===== src/rtl/regfield_pkg.sv =====
// Package: shared widths, the sequencer state type and a field span helper.
// Assumes 32-bit registers, so bit indices fit in five bits.
package regfield_pkg;
    localparam int unsigned REG_W  = 32;
    localparam int unsigned IDX_W  = $clog2(REG_W);
    localparam int unsigned RES_W  = 16;
    localparam int unsigned IMM_W  = 8;

    typedef enum logic {
        SEQ_IDLE = 1'b0,
        SEQ_RUN  = 1'b1
    } seq_state_e;

    // Number of bits between two indices, inclusive; only meaningful if hi >= lo.
    function automatic logic [IDX_W:0] field_span(input logic [IDX_W-1:0] hi,
                                                  input logic [IDX_W-1:0] lo);
        return {1'b0, hi} - {1'b0, lo} + {{IDX_W{1'b0}}, 1'b1};
    endfunction
endpackage


===== src/rtl/regfield_check.sv =====
// Request validator: flags reversed indices and fields wider than the
// operation's limit (read result width, or immediate width for a write).
// Purely combinational; evaluated on the request inputs at acceptance.
module regfield_check #(
    parameter int unsigned IDX_W = regfield_pkg::IDX_W,
    parameter int unsigned RES_W = regfield_pkg::RES_W,
    parameter int unsigned IMM_W = regfield_pkg::IMM_W
) (
    input  logic             is_write,
    input  logic [IDX_W-1:0] hi,
    input  logic [IDX_W-1:0] lo,
    output logic             bad
);
    localparam logic [IDX_W:0] RD_LIMIT = (IDX_W+1)'(RES_W);
    localparam logic [IDX_W:0] WR_LIMIT = (IDX_W+1)'(IMM_W);

    logic [IDX_W:0] span;
    logic [IDX_W:0] limit;

    // Compute the field span and the limit that applies to this operation.
    always_comb begin
        span  = regfield_pkg::field_span(hi, lo);
        limit = is_write ? WR_LIMIT : RD_LIMIT;
        bad   = (hi < lo) || (span > limit);
    end
endmodule


===== src/rtl/regfield_seq.sv =====
// Step sequencer: counts the fixed latency of each accepted request and
// issues the bus strobes and datapath enables at fixed steps.
// Assumes RD_LAT >= 4 and WR_LAT >= 5 so the read, capture and merge steps fit.
module regfield_seq #(
    parameter int unsigned RD_LAT = 4,
    parameter int unsigned WR_LAT = 8
) (
    input  logic clk,
    input  logic rst_n,
    input  logic start,
    input  logic reject,
    input  logic is_write,
    output logic busy,
    output logic done,
    output logic err,
    output logic rd_stb,
    output logic wr_stb,
    output logic cap_en,
    output logic merge_en,
    output logic load_res
);
    import regfield_pkg::*;

    localparam int unsigned STEP_W = $clog2(WR_LAT + 1);
    localparam logic [STEP_W-1:0] RD_LAST  = STEP_W'(RD_LAT - 1);
    localparam logic [STEP_W-1:0] WR_LAST  = STEP_W'(WR_LAT - 1);
    localparam logic [STEP_W-1:0] STEP_RD  = STEP_W'(1);
    localparam logic [STEP_W-1:0] STEP_CAP = STEP_W'(2);
    localparam logic [STEP_W-1:0] STEP_MRG = STEP_W'(3);

    seq_state_e        state;
    logic [STEP_W-1:0] step;
    logic              op_wr;
    logic [STEP_W-1:0] last;

    // Pick the final step for the operation in flight.
    always_comb last = op_wr ? WR_LAST : RD_LAST;

    // Advance the step count, and raise done and err for one cycle.
    always_ff @(posedge clk) begin
        if (!rst_n) begin
            state <= SEQ_IDLE;
            step  <= '0;
            op_wr <= 1'b0;
            done  <= 1'b0;
            err   <= 1'b0;
        end else begin
            done <= 1'b0;
            err  <= 1'b0;
            if (state == SEQ_IDLE) begin
                if (start) begin
                    state <= SEQ_RUN;
                    step  <= STEP_W'(1);
                    op_wr <= is_write;
                end else if (reject) begin
                    done <= 1'b1;
                    err  <= 1'b1;
                end
            end else begin
                if (step == last) begin
                    state <= SEQ_IDLE;
                    step  <= '0;
                    done  <= 1'b1;
                end else begin
                    step <= step + STEP_W'(1);
                end
            end
        end
    end

    // Decode the step into bus strobes and datapath enables.
    always_comb begin
        busy     = (state == SEQ_RUN);
        rd_stb   = busy && (step == STEP_RD);
        cap_en   = busy && (step == STEP_CAP);
        merge_en = busy && op_wr && (step == STEP_MRG);
        wr_stb   = busy && op_wr && (step == WR_LAST);
        load_res = busy && !op_wr && (step == RD_LAST);
    end
endmodule


===== src/rtl/regfield_datapath.sv =====
// Field datapath: holds the request's indices and immediate, builds the field
// mask, extracts a zero-extended field and inserts the immediate into a word.
// Assumes the bus returns read data in the cycle where cap_en is high.
module regfield_datapath #(
    parameter int unsigned REG_W = regfield_pkg::REG_W,
    parameter int unsigned IDX_W = regfield_pkg::IDX_W,
    parameter int unsigned RES_W = regfield_pkg::RES_W,
    parameter int unsigned IMM_W = regfield_pkg::IMM_W
) (
    input  logic             clk,
    input  logic             rst_n,
    input  logic             take,
    input  logic [IDX_W-1:0] hi,
    input  logic [IDX_W-1:0] lo,
    input  logic [IMM_W-1:0] imm,
    input  logic [REG_W-1:0] rdata,
    input  logic             cap_en,
    input  logic             merge_en,
    input  logic             load_res,
    output logic [RES_W-1:0] result,
    output logic [REG_W-1:0] wdata
);
    logic [IDX_W-1:0] hi_q;
    logic [IDX_W-1:0] lo_q;
    logic [IMM_W-1:0] imm_q;
    logic [REG_W-1:0] word_q;
    logic [REG_W-1:0] fmask;
    logic [REG_W-1:0] extracted;
    logic [REG_W-1:0] imm_placed;
    logic [REG_W-1:0] merged;

    // One mask bit per register bit: set when the bit lies inside lo..hi.
    for (genvar b = 0; b < REG_W; b++) begin : g_mask
        localparam logic [IDX_W-1:0] BIT_IDX = IDX_W'(b);
        assign fmask[b] = (BIT_IDX >= lo_q) && (BIT_IDX <= hi_q);
    end

    // Shift the field down for reads and place the immediate for writes.
    always_comb begin
        extracted  = (word_q & fmask) >> lo_q;
        imm_placed = {{(REG_W-IMM_W){1'b0}}, imm_q} << lo_q;
        merged     = (word_q & ~fmask) | (imm_placed & fmask);
    end

    // Hold the request fields from acceptance until the operation ends.
    always_ff @(posedge clk) begin
        if (!rst_n) begin
            hi_q  <= '0;
            lo_q  <= '0;
            imm_q <= '0;
        end else if (take) begin
            hi_q  <= hi;
            lo_q  <= lo;
            imm_q <= imm;
        end
    end

    // Capture the fetched word and later replace it with the merged word.
    always_ff @(posedge clk) begin
        if (!rst_n) begin
            word_q <= '0;
        end else if (cap_en) begin
            word_q <= rdata;
        end else if (merge_en) begin
            word_q <= merged;
        end
    end

    // Publish the read result only when a read completes without error.
    always_ff @(posedge clk) begin
        if (!rst_n) begin
            result <= '0;
        end else if (load_res) begin
            result <= extracted[RES_W-1:0];
        end
    end

    assign wdata = word_q;
endmodule


===== src/rtl/regfield_access.sv =====
// Top: accepts field read or modification requests, validates them, and
// drives the register bus through the sequencer and datapath.
// Assumes a bus that returns read data one cycle after bus_rd.
module regfield_access #(
    parameter int unsigned ADDR_W = 10,
    parameter int unsigned REG_W  = regfield_pkg::REG_W,
    parameter int unsigned IDX_W  = regfield_pkg::IDX_W,
    parameter int unsigned RES_W  = regfield_pkg::RES_W,
    parameter int unsigned IMM_W  = regfield_pkg::IMM_W,
    parameter int unsigned RD_LAT = 4,
    parameter int unsigned WR_LAT = 8
) (
    input  logic              clk,
    input  logic              rst_n,
    input  logic              req_valid,
    input  logic              req_write,
    input  logic [ADDR_W-1:0] req_addr,
    input  logic [IDX_W-1:0]  req_hi,
    input  logic [IDX_W-1:0]  req_lo,
    input  logic [IMM_W-1:0]  req_imm,
    output logic              busy,
    output logic              done,
    output logic              err,
    output logic [RES_W-1:0]  rd_result,
    output logic [ADDR_W-1:0] bus_addr,
    output logic              bus_rd,
    output logic              bus_wr,
    output logic [REG_W-1:0]  bus_wdata,
    input  logic [REG_W-1:0]  bus_rdata
);
    logic accept;
    logic bad;
    logic start;
    logic reject;
    logic cap_en;
    logic merge_en;
    logic load_res;

    // Split an accepted request into a good start or a rejection.
    always_comb begin
        accept = req_valid && !busy;
        start  = accept && !bad;
        reject = accept && bad;
    end

    regfield_check #(
        .IDX_W (IDX_W),
        .RES_W (RES_W),
        .IMM_W (IMM_W)
    ) u_check (
        .is_write (req_write),
        .hi       (req_hi),
        .lo       (req_lo),
        .bad      (bad)
    );

    regfield_seq #(
        .RD_LAT (RD_LAT),
        .WR_LAT (WR_LAT)
    ) u_seq (
        .clk      (clk),
        .rst_n    (rst_n),
        .start    (start),
        .reject   (reject),
        .is_write (req_write),
        .busy     (busy),
        .done     (done),
        .err      (err),
        .rd_stb   (bus_rd),
        .wr_stb   (bus_wr),
        .cap_en   (cap_en),
        .merge_en (merge_en),
        .load_res (load_res)
    );

    regfield_datapath #(
        .REG_W (REG_W),
        .IDX_W (IDX_W),
        .RES_W (RES_W),
        .IMM_W (IMM_W)
    ) u_dp (
        .clk      (clk),
        .rst_n    (rst_n),
        .take     (start),
        .hi       (req_hi),
        .lo       (req_lo),
        .imm      (req_imm),
        .rdata    (bus_rdata),
        .cap_en   (cap_en),
        .merge_en (merge_en),
        .load_res (load_res),
        .result   (rd_result),
        .wdata    (bus_wdata)
    );

    // Hold the target word address for the whole operation.
    always_ff @(posedge clk) begin
        if (!rst_n) begin
            bus_addr <= '0;
        end else if (start) begin
            bus_addr <= req_addr;
        end
    end
endmodule


===== config.mk =====
export PLATFORM = sky130hd
export DESIGN_NAME = regfield_access
export DESIGN_NICKNAME = d
export VERILOG_FILES = /design/src/rtl/regfield_pkg.sv /design/src/rtl/regfield_check.sv /design/src/rtl/regfield_seq.sv /design/src/rtl/regfield_datapath.sv /design/src/rtl/regfield_access.sv
export SDC_FILE = /design/constraint.sdc
export NUM_CORES = 1
export LEC_CHECK = 0
export ABC_AREA = 1
export BUFFER_PORTS_ARGS = -buffer_cell sky130_fd_sc_hd__buf_2
export CAP_MARGIN = 20
export CORE_MARGIN = 2
export CORE_UTILIZATION = 57
export DETAILED_ROUTE_END_ITERATION = 7
export PLACE_DENSITY = 0.86
export SLEW_MARGIN = 20
export SYNTH_ARGS = -nofsm -noshare
export SYNTH_HDL_FRONTEND = slang
export SYNTH_SLANG_ARGS = --single-unit
export TNS_END_PERCENT = 5

===== constraint.sdc =====
create_clock -name clk -period 3.1 [get_ports clk]
set_input_delay 0.465 -clock clk [delete_from_list [all_inputs] [get_ports clk]]
set_output_delay 0.465 -clock clk [all_outputs]
set_load 0.01 [all_outputs]

==> flow_metrics.py, run 1 <==
metrics = {
    "global_route": {
        "grt.overflow.total": 0,
        "grt_max_degree": 63,
        "antenna_found_initial": 0,
        "globalRouteTotalUtil_pct": 39.9,
        "grt_pass1_vias": 7707,
        "grt_pass1_wl_um": 39900,
    },
    "synth": {
        "yosys_warnings": 0,
        "synth_area_um2": 6720,
        "synthDominantCellAreaShare_pct": 25.0,
        "async_flop_share_pct": 0,
        "ys_ff_latch": 84,
        "yosys_most_used_dff": "dfxtp_1",
        "synth-edff-count": 0,
        "yosysSeqAreaShare_pct": 25.0,
        "synth_top_area_cell": "dfxtp_1",
        "synthTopCellsByArea": "dfxtp_1, nand2_1, nand3_1, o21ai_0, nor2_1",
        "synth_cells": 1135,
        "synth_area_per_cell_um2": 5.92,
        "synth_cell_types": 44,
        "syn-num-nets": 1216,
    },
    "min_path": {
        "hold_path.class": "input port to flop",
    },
    "routing": {
        "ant_nets": 0,
        "drtIter0Drc": 1000,
        "remaining_drc_errors": 0,
        "drtPass1Iterations": 6,
        "vias": 8509,
        "wl_um": 25600,
        "wl_per_cell_um": 18.5,
        "via_per_inst": 6.17,
    },
    "timing": {
        "clock-skew-final_ns": 0.0102,
        "finalCritPeriodShare_pct": 90.2,
        "setup_viol": 0,
        "max_clock_freq_mhz": 358,
        "max_slew_margin_pct": 55.6,
        "period_needed_ns": 2.80,
        "hold_violations": 0,
        "rsz0062_at_grt": "no",
        "drv_slew": 0,
        "worst_hold_slack_ns": 0.352,
        "worst_pin_slew_ns": 0.666,
    },
    "pwr": {
        "p_int_w": 0.00189,
        "power.leakage_nw": 3.62,
        "p_total_w": 0.00297,
        "powerDensity_nw_per_um2": 387,
        "pwr-share-comb_pct": 25.8,
        "switching_share_pct": 36.4,
        "irDropWorstVdd_mv": 0.382,
        "p_clk_share_pct": 35.2,
        "switchingPower_w": 0.00108,
        "pwr-share-seq_pct": 39.0,
    },
    "worst_setup_path": {
        "path_max_fanout": 62,
        "critPathArrivalTime_ns": 3.03,
        "critPathLaunch": "req_hi[3]",
        "critPathCapture": "u_dp.lo_q[1]$_SDFFE_PN0P_",
        "r2r_start": "u_dp.lo_q[0]$_SDFFE_PN0P_",
        "ff2ff_setup_slack_ns": 0.52,
        "start_kind": "input port",
        "end_kind": "flop",
        "cp.required_ns": 3.33,
        "r2r_cells": 9,
        "crit_type": "input port to flop",
    },
    "cts": {
        "cts_buffer_depth": 2,
        "cts_resized": 0,
        "postCtsSetupBuffers": 0,
        "cts_sinks": 84,
        "worstSkewPairLatency_ns": 0.36,
        "cts_tree": "yes",
        "cts_hold_buf": 0,
        "cts_max_level": 3,
        "path_clk_slew_ns": 0.07,
        "cts_buffers": 9,
        "clock-root-buffer": "clkbuf_16",
    },
    "floorplan": {
        "die_x_um": 113,
        "core-area_um2": 11500,
        "io-pin-count": 127,
        "die_y_um": 113,
        "die_area_um2": 12700,
        "num_rows": 39,
        "start_util_pct": 58.6,
    },
    "final_layout": {
        "seq_area_um2": 1680,
        "synthToLayoutAreaGrowth_pct": 14.2,
        "n_antenna_cell": 0,
        "drive_above_1_share_pct": 16.0,
        "final_nets": 1312,
        "multiInputGateArea_um2": 4290,
        "fillCellCount": 1089,
    },
    "job": {
        "maxCapViolCount": 0,
    },
    "outcome": {
        "run_status": "finished, final reports clean",
    },
    "placed_design": {
        "gp_congestion": 1.05,
        "io_buffers": 126,
        "dp_hpwl_um": 19500,
    },
}
==> how the worst min path moves through the flow <==
stage                                     startpoint                          to  slack, ns  cells after the start
after floorplan           u_dp.imm_q[2]$_SDFFE_PN0P_  u_dp.imm_q[2]$_SDFFE_PN0P_       0.43                      2
after global routing                    bus_rdata[1]                        flop       0.37                      3
after global placement      bus_addr[2]$_SDFFE_PN0P_    bus_addr[2]$_SDFFE_PN0P_       0.43                      2
after detailed placement    bus_addr[2]$_SDFFE_PN0P_    bus_addr[2]$_SDFFE_PN0P_       0.44                      2
final                                   bus_rdata[1]                        flop       0.35                      3
after CTS                               bus_rdata[1]                        flop       0.35                      3
==> per-layer routing <==
metal / GRT usage [%] / wire length (µm) / vias to the layer above
met1: 49.7 / 10100 / 3853
met4: 21.4 / 1360 / 0
met2: 64.7 / 11600 / 537
met5: 0 / 0 / -
li1: - / - / 4025
met3: 8.21 / 2500 / 94
==> cells in the final DEF (no fill, tap or decap), types with 2 or more instances in the layout <==
master and count:
a211oi_1 2, a21oi_1 74, a21oi_2 4, a22oi_1 5, a31oi_1 12, and2_1 2, buf_2 126, buf_4 25
clkbuf_16 9, clkinvlp_4 2, dfxtp_1 84, ha_1 16, inv_1 101, inv_2 7, nand2_1 268, nand2_4 2
nand3_1 185, nand3_2 2, nand4_1 47, nor2_1 104, nor2_2 6, nor2_4 3, nor3_1 7, nor4_1 2
o21ai_0 99, o21ai_1 6, o21ai_2 3, o22ai_1 10, xnor2_1 2, xor2_1 2
==> critical path: stages <==
cell     delay (ns)
buf_2          0.11
ha_1           0.31
ha_1           0.30
inv_1          0.06
nor3_1         0.21
nor2_1         0.08
xnor2_1        0.13
ha_1           0.29
inv_1          0.06
nor2_1         0.04
o21ai_0        0.14
inv_1          0.05
nor2_1         0.17
nand3_2        0.11
buf_12         0.20
o21ai_0        0.21
a21oi_1        0.07
==> layout make-up <==
cell class | count | share of cell area [%]
Inverter | 108 | 5.29
Clock inverter | 6 | 0.636
Timing Repair Buffer | 152 | 10.9
Tap cell | 143 | 2.33
Multi-Input combinational cell | 876 | 55.9
Clock buffer | 10 | 2.99
Sequential cell | 84 | 21.9
==> synth_stat cells (3+ instances only) <==
master / instances
nand3_1: 185
clkbuf_1: 21
nor2_4: 3
buf_2: 29
o21ai_1: 6
nor2_1: 104
dfxtp_1: 84
a21oi_1: 74
nand4_1: 47
a21oi_2: 4
buf_6: 3
buf_1: 6
buf_4: 8
nor3_1: 7
inv_2: 7
o21ai_2: 3
o22ai_1: 10
o21ai_0: 99
nand2_1: 268
a22oi_1: 5
inv_1: 101
ha_1: 16
nor2_2: 6
a31oi_1: 12
==> power groups by stage <==
stage	Combinational [W]	Sequential, W	Clock, W
after floorplan	0.000503	0.00116	0
final	0.000766	0.00116	0.00104
after global routing	0.000832	0.00116	0.00109
after detailed placement	0.000736	0.00118	0
after CTS	0.000739	0.00115	0.00105
after global placement	0.000730	0.00118	0
==> cells by family (layout without fill, tap and decap cells) <==
| group | after synthesis | in the layout | share of synthesized area (%) |
|---|---|---|---|
| AND/OR/NAND/NOR | 635 | 635 | 42.4 |
| AO/OA/AOI/OAI | 220 | 220 | 17.7 |
| buffers and inverters | 175 | 276 | 11.1 |
| flip-flops | 84 | 84 | 25.0 |
| adder cells (fa/ha/maj) | 17 | 17 | 3.28 |
| XOR/XNOR | 4 | 4 | 0.522 |
==> through the flow <==
| step | area (µm²) | util, % | TNS (ns) | std cells | setup WS (ns) |
|---|---|---|---|---|---|
| global placement | 7390 | 64.5 | 0 | 1363 | 0.108 |
| global route | 7670 | 66.9 | 0 | 1379 | 0.0764 |
| CTS | 7670 | 66.9 | 0 | 1379 | 0.338 |
| detailed placement | 7390 | 64.5 | -0.0359 | 1363 | -0.0216 |
| floorplan | 6720 | - | 0 | 1135 | 0.357 |
| finish | 7670 | 66.9 | 0 | 1379 | 0.304 |
Power figures use the tool's default switching activity.
==> run 2, diff against run 1 <==
ABC_AREA = default   (was 1)
CORE_UTILIZATION = 58   (was 57)
==> flow_metrics.py, run 2 <==
metrics = {
    "routing": {
        "remaining_drc_errors": 0,
        "drtPass1Iterations": 6,
        "drtIter0Drc": 1312,
        "wl_um": 30900,
        "wl_per_cell_um": 24.9,
        "vias": 8864,
        "ant_nets": 0,
        "via_per_inst": 7.15,
    },
    "worst_setup_path": {
        "cpMaxStageDelayCell": "nor4_4",
        "cp_slowest_stage_delay_ns": 0.46,
        "path_max_fanout": 7,
        "end_kind": "flop",
        "critPathArrivalTime_ns": 3.46,
        "critPathLaunch": "req_hi[1]",
        "r2r_start": "u_dp.hi_q[2]$_SDFFE_PN0P_",
        "start_kind": "input port",
        "cp.required_ns": 3.38,
        "crit_type": "input port to flop",
        "worstPathCellList": "buf_8, inv_4, ha_4, inv_4, ha_4, maj3_2, a21oi_4, xnor2_1, ha_1, nand2_1, nor4_2, o22ai_2, nor4_4, buf_6, buf_6, inv_2, a31oi_1",
    },
    "synth": {
        "synth_common_cells": "nand2_1, dfxtp_1, nor2_1",
        "async_flop_share_pct": 0,
        "synthTopCellsByArea": "dfxtp_1, nand2_1, a21oi_1, mux2i_1, nand3_1",
        "yosys_most_used_dff": "dfxtp_1",
        "yosys_warnings": 0,
        "yosysMostFrequentCell": "nand2_1",
        "synth_area_um2": 7140,
        "synth-edff-count": 0,
        "ys_ff_latch": 84,
        "synth_top_area_cell": "dfxtp_1",
        "yosysSeqAreaShare_pct": 23.6,
        "synth_area_per_cell_um2": 7.58,
        "syn-num-nets": 1023,
        "synth_cell_types": 88,
        "synth_cells": 942,
        "synthDominantCellAreaShare_pct": 23.6,
    },
    "floorplan": {
        "num_rows": 40,
        "start_util_pct": 59.4,
        "core-area_um2": 12000,
        "io-pin-count": 127,
        "die_area_um2": 13200,
        "die_x_um": 115,
        "die_y_um": 115,
    },
    "global_route": {
        "globalRouteTotalUtil_pct": 42.5,
        "grt_max_degree": 42,
        "grt_pass1_vias": 7871,
        "antenna_found_initial": 1,
        "grt_pass1_wl_um": 43200,
        "grt.overflow.total": 0,
    },
    "final_layout": {
        "layout_common_cells": "buf_2, nand2_1, buf_4",
        "final_cells": 1240,
        "drive_above_1_share_pct": 31.8,
        "final_nets": 1168,
        "multiInputGateArea_um2": 4980,
        "seq_area_um2": 1680,
        "synthToLayoutAreaGrowth_pct": 22.3,
        "design_area_um2": 8730,
        "fillCellCount": 891,
        "layout_commonest_cell": "buf_2",
    },
    "timing": {
        "drv_slew": 0,
        "worst_hold_slack_ns": 0.312,
        "clock-skew-final_ns": 0.00852,
        "max_clock_freq_mhz": 315,
        "period_needed_ns": 3.18,
        "finalCritPeriodShare_pct": 103,
        "rsz0062_at_grt": "yes",
        "setup_viol": 24,
        "max_slew_margin_pct": 34.8,
        "worst_pin_slew_ns": 0.954,
        "hold_violations": 0,
        "fin_ws_ns": -0.0777,
    },
    "cts": {
        "cts_hold_buf": 0,
        "clock-root-buffer": "clkbuf_16",
        "path_clk_slew_ns": 0.07,
        "cts_buffers": 9,
        "cts_sinks": 84,
        "cts_buffer_depth": 2,
        "cts_max_level": 3,
        "cts_tree": "yes",
        "worstSkewPairLatency_ns": 0.36,
    },
    "placed_design": {
        "dp_hpwl_um": 21200,
        "placedCellCount": 1219,
        "gp_congestion": 1.02,
        "dpl_cell_area_um2": 8240,
        "io_buffers": 126,
    },
    "pwr": {
        "p_total_w": 0.00290,
        "power.leakage_nw": 3.40,
        "switchingPower_w": 0.000920,
        "p_int_w": 0.00198,
        "irDropWorstVdd_mv": 0.294,
        "powerDensity_nw_per_um2": 332,
        "pwr-share-seq_pct": 39.7,
        "p_clk_share_pct": 39.4,
        "pwr-share-comb_pct": 20.8,
        "switching_share_pct": 31.8,
    },
    "outcome": {
        "violations": "negative setup slack",
        "run_status": "complete, but fails checks",
    },
    "min_path": {
        "hold_path.class": "input port to flop",
        "min-delay-start": "req_addr[1]",
    },
    "job": {
        "maxCapViolCount": 0,
    },
}
[run 2: cell types whose count changed after synthesis, sizes merged, moves of 28 or more]
| cell | before | now |
|---|---|---|
| mux2i | 0 | 28 |
| nand3 | 187 | 77 |
| nor2 | 113 | 56 |
| nand4 | 48 | 13 |
| o21ai | 108 | 72 |
| nand2 | 271 | 110 |
| inv | 108 | 25 |
[run 2: worst paths after layout]
path | slack, ns | endpoint | cells past startpoint
min reg2reg | 0.47 | bus_addr[2]$_SDFFE_PN0P_ | 2
min | 0.31 | bus_addr[1]$_SDFFE_PN0P_ | 3
max | -0.08 | u_seq.step[0]$_SDFFE_PN0P_ | 17
max reg2reg | 0.29 | u_dp.result[0]$_SDFFE_PN0P_ | 8
[run 2: area by class of cell]
class | instances | share of cell area (%)
clock buffer | 9 | 2.58
timing repair buffer | 226 | 17.0
antenna | 1 | 0.0287
tap | 147 | 2.11
sequential | 84 | 19.3
multi-input combinational | 741 | 57.0
clock inverter | 7 | 0.860
inverter | 25 | 1.13
[run 2: critical path, delay by kind of cell]
family | cells | cell delay [ns]
and+or+nand+nor | 3 | 0.80
AOI/OAI and AO/OA | 3 | 0.45
xor gates and xnor gates | 1 | 0.09
buffers and inverters | 6 | 0.56
adders and majority gates | 4 | 1.09
[run 2: repair_timing]
| action | CTS | global route |
|---|---|---|
| setup buffers | 0 | 2 |
| endpoints found under the hold margin | 0 | 0 |
| setup endpoints to repair | 1 | 34 |
| gates cloned | 0 | 2 |
| pin swaps | 0 | 15 |
| gates resized for setup | 2 | 28 |
[run 2: cells by family after synthesis]
| family | after synthesis | share of synthesized area [%] |
|---|---|---|
| AOI/OAI and AO/OA | 313 | 31.4 |
| xor gates and xnor gates | 3 | 0.368 |
| adders and majority gates | 18 | 3.23 |
| buffers and inverters | 117 | 8.20 |
| DFF | 84 | 23.6 |
| muxes | 44 | 6.50 |
| and+or+nand+nor | 363 | 26.7 |
[run 2: routing by layer]
layer / global-route usage [%] / vias to the layer above / share of wire (%)
met3: 10.4 / 184 / 11
met4: 24.8 / 0 / 7.9
met5: 0 / - / 0
li1: - / 3837 / -
met1: 51.3 / 4088 / 36
met2: 68.9 / 755 / 45
[run 2: power by group through the flow]
stage	sequential [W]	clock (W)	combinational, W
2_1_floorplan	0.00114	0	0.000333
3_3_place_gp	0.00117	0	0.000504
3_5_place_dp	0.00117	0	0.000516
4_1_cts	0.00114	0.00113	0.000524
5_1_grt	0.00115	0.00119	0.000630
6_report	0.00115	0.00114	0.000603
[run 2: per-stage QoR]
| stage | utilization, % | setup TNS, ns | setup slack [ns] |
|---|---|---|---|
| final | 72.7 | -0.721 | -0.0777 |
| after global routing | 72.7 | -4.33 | -0.301 |
| after CTS | 71.2 | 0 | 0.0610 |
| after detailed placement | 68.6 | -10.82 | -0.391 |
| after global placement | 68.6 | -2.04 | -0.125 |
| after floorplan | - | 0 | 0.00252 |
==> run 3, diff against run 2 <==
CORE_MARGIN = 5   (was 2)
==> flow_metrics.py, run 3 (synthesis gave the netlist of run 2 again) <==
metrics = {
    "outcome": {
        "run_status": "complete, but fails checks",
        "violations": "negative setup slack",
    },
    "cts": {
        "cts_buffer_depth": 2,
        "cts_hold_buf": 0,
        "cts_sinks": 84,
        "cts_buffers": 9,
        "worstSkewPairLatency_ns": 0.36,
        "clock-root-buffer": "clkbuf_16",
        "cts_max_level": 3,
        "cts_tree": "yes",
        "path_clk_slew_ns": 0.07,
    },
    "final_layout": {
        "n_antenna_cell": 0,
        "synthToLayoutAreaGrowth_pct": 23.3,
        "final_cells": 1252,
        "design_area_um2": 8800,
        "drive_above_1_share_pct": 31.3,
        "layout_commonest_cell": "buf_2",
        "postLayoutCoreUtil_pct": 73.0,
        "layout_common_cells": "buf_2, nand2_1, dfxtp_1",
        "final_nets": 1160,
    },
    "worst_setup_path": {
        "start_kind": "input port",
        "cp_slowest_stage_delay_ns": 0.34,
        "cpMaxStageDelayCell": "nor4_4",
        "worstPathCellList": "buf_6, ha_4, inv_4, ha_4, maj3_2, a21oi_2, xnor2_1, ha_1, nand2_1, nor4_2, o22ai_2, nor4_4, buf_6, buf_12, buf_12, nand3_1, o31ai_1",
        "end_kind": "flop",
        "critPathArrivalTime_ns": 3.45,
        "path_max_fanout": 5,
        "cp.required_ns": 3.36,
        "r2r_cells": 7,
        "crit_type": "input port to flop",
    },
    "timing": {
        "max_slew_margin_pct": 38.7,
        "drv_slew": 0,
        "fin_ws_ns": -0.0845,
        "rsz0062_at_grt": "yes",
        "worst_pin_slew_ns": 0.919,
        "max_clock_freq_mhz": 314,
        "finalCritPeriodShare_pct": 103,
        "clock-skew-final_ns": 0.00847,
        "period_needed_ns": 3.18,
        "hold_violations": 0,
        "fin_setup_tns_ns": -0.642,
        "setup_viol": 20,
    },
    "pwr": {
        "power.leakage_nw": 3.39,
        "irDropWorstVdd_mv": 0.304,
        "powerDensity_nw_per_um2": 327,
    },
    "routing": {
        "vias": 8546,
        "remaining_drc_errors": 0,
        "ant_nets": 0,
        "wl_um": 29700,
        "wl_per_cell_um": 23.8,
        "via_per_inst": 6.83,
        "drtIter0Drc": 1460,
        "drtPass1Iterations": 6,
    },
    "placed_design": {
        "gp_congestion": 1.10,
        "io_buffers": 126,
        "dp_hpwl_um": 21500,
        "placedCellCount": 1229,
        "dpl_cell_area_um2": 8200,
    },
    "job": {
        "maxCapViolCount": 0,
    },
    "floorplan": {
        "die_area_um2": 14600,
        "die_x_um": 121,
        "die_y_um": 121,
        "io-pin-count": 127,
        "core-area_um2": 12100,
        "num_rows": 40,
        "start_util_pct": 59.2,
    },
    "min_path": {
        "hold_path.class": "input port to flop",
        "hold_depth": 3,
    },
    "global_route": {
        "grt_max_degree": 79,
        "grt_pass1_vias": 7852,
        "globalRouteTotalUtil_pct": 37.8,
        "grt.overflow.total": 0,
        "antenna_found_initial": 0,
        "grt_pass1_wl_um": 43500,
    },
}
-- run 3: final cells by class --
class | instances | area [µm²]
clock buffers | 10 | 239
clock inverters | 6 | 70.1
fillers | 955 | 3260
inverters | 25 | 98.8
multi-input cells | 741 | 5020
flip-flops and latches | 84 | 1680
well taps | 168 | 210
repair buffers | 218 | 1480
-- run 3: through the flow --
step           hold WS (ns)  setup WS, ns  total power, W
3_5_place_dp          0.446        -0.213         0.00167
4_1_cts               0.319         0.131         0.00278
5_1_grt               0.342        -0.186         0.00296
6_report              0.316       -0.0845         0.00287
2_1_floorplan         0.451       0.00252         0.00147
3_3_place_gp          0.446        -0.141         0.00166
-- run 3: path summary, 6_finish.rpt --
path / start / endpoint / slack [ns]
hold reg to reg: bus_addr[2]$_SDFFE_PN0P_ / bus_addr[2]$_SDFFE_PN0P_ / 0.46
setup / recovery: req_lo[1] / u_dp.lo_q[4]$_SDFFE_PN0P_ / -0.08
setup reg to reg: u_dp.hi_q[0]$_SDFFE_PN0P_ / u_dp.result[9]$_SDFFE_PN0P_ / 0.31
hold / removal: req_addr[2] / bus_addr[2]$_SDFFE_PN0P_ / 0.32
-- run 3: worst max-delay path, delay by kind of cell --
family | cells | cell delay [ns]
AOI/OAI and AO/OA | 3 | 0.43
adders and majority gates | 4 | 1.03
buffers and inverters | 5 | 0.54
and+or+nand+nor | 4 | 0.84
xor gates and xnor gates | 1 | 0.11
-- run 3: power by group --
group	internal (W)	switching, W	leakage [nW]
combinational	0.000246	0.000346	2.57
clock	0.000651	0.000484	0.142
sequential	0.00110	0.0000464	0.679
total	0.00200	0.000876	3.39
-- run 3: repair_timing --
item / 4_1_cts / 5_1_grt
gates resized for setup: 0 / 35
endpoints found under the setup margin: 0 / 32
buffers inserted: 0 / 4
-- run 3: per-layer routing --
layer,up-vias,global-route usage [%],wire length (µm)
met5,-,0,0
met1,3931,48.3,11400
met4,0,24.1,1970
met3,146,7.51,3190
li1,3815,-,-
met2,654,58.0,13200
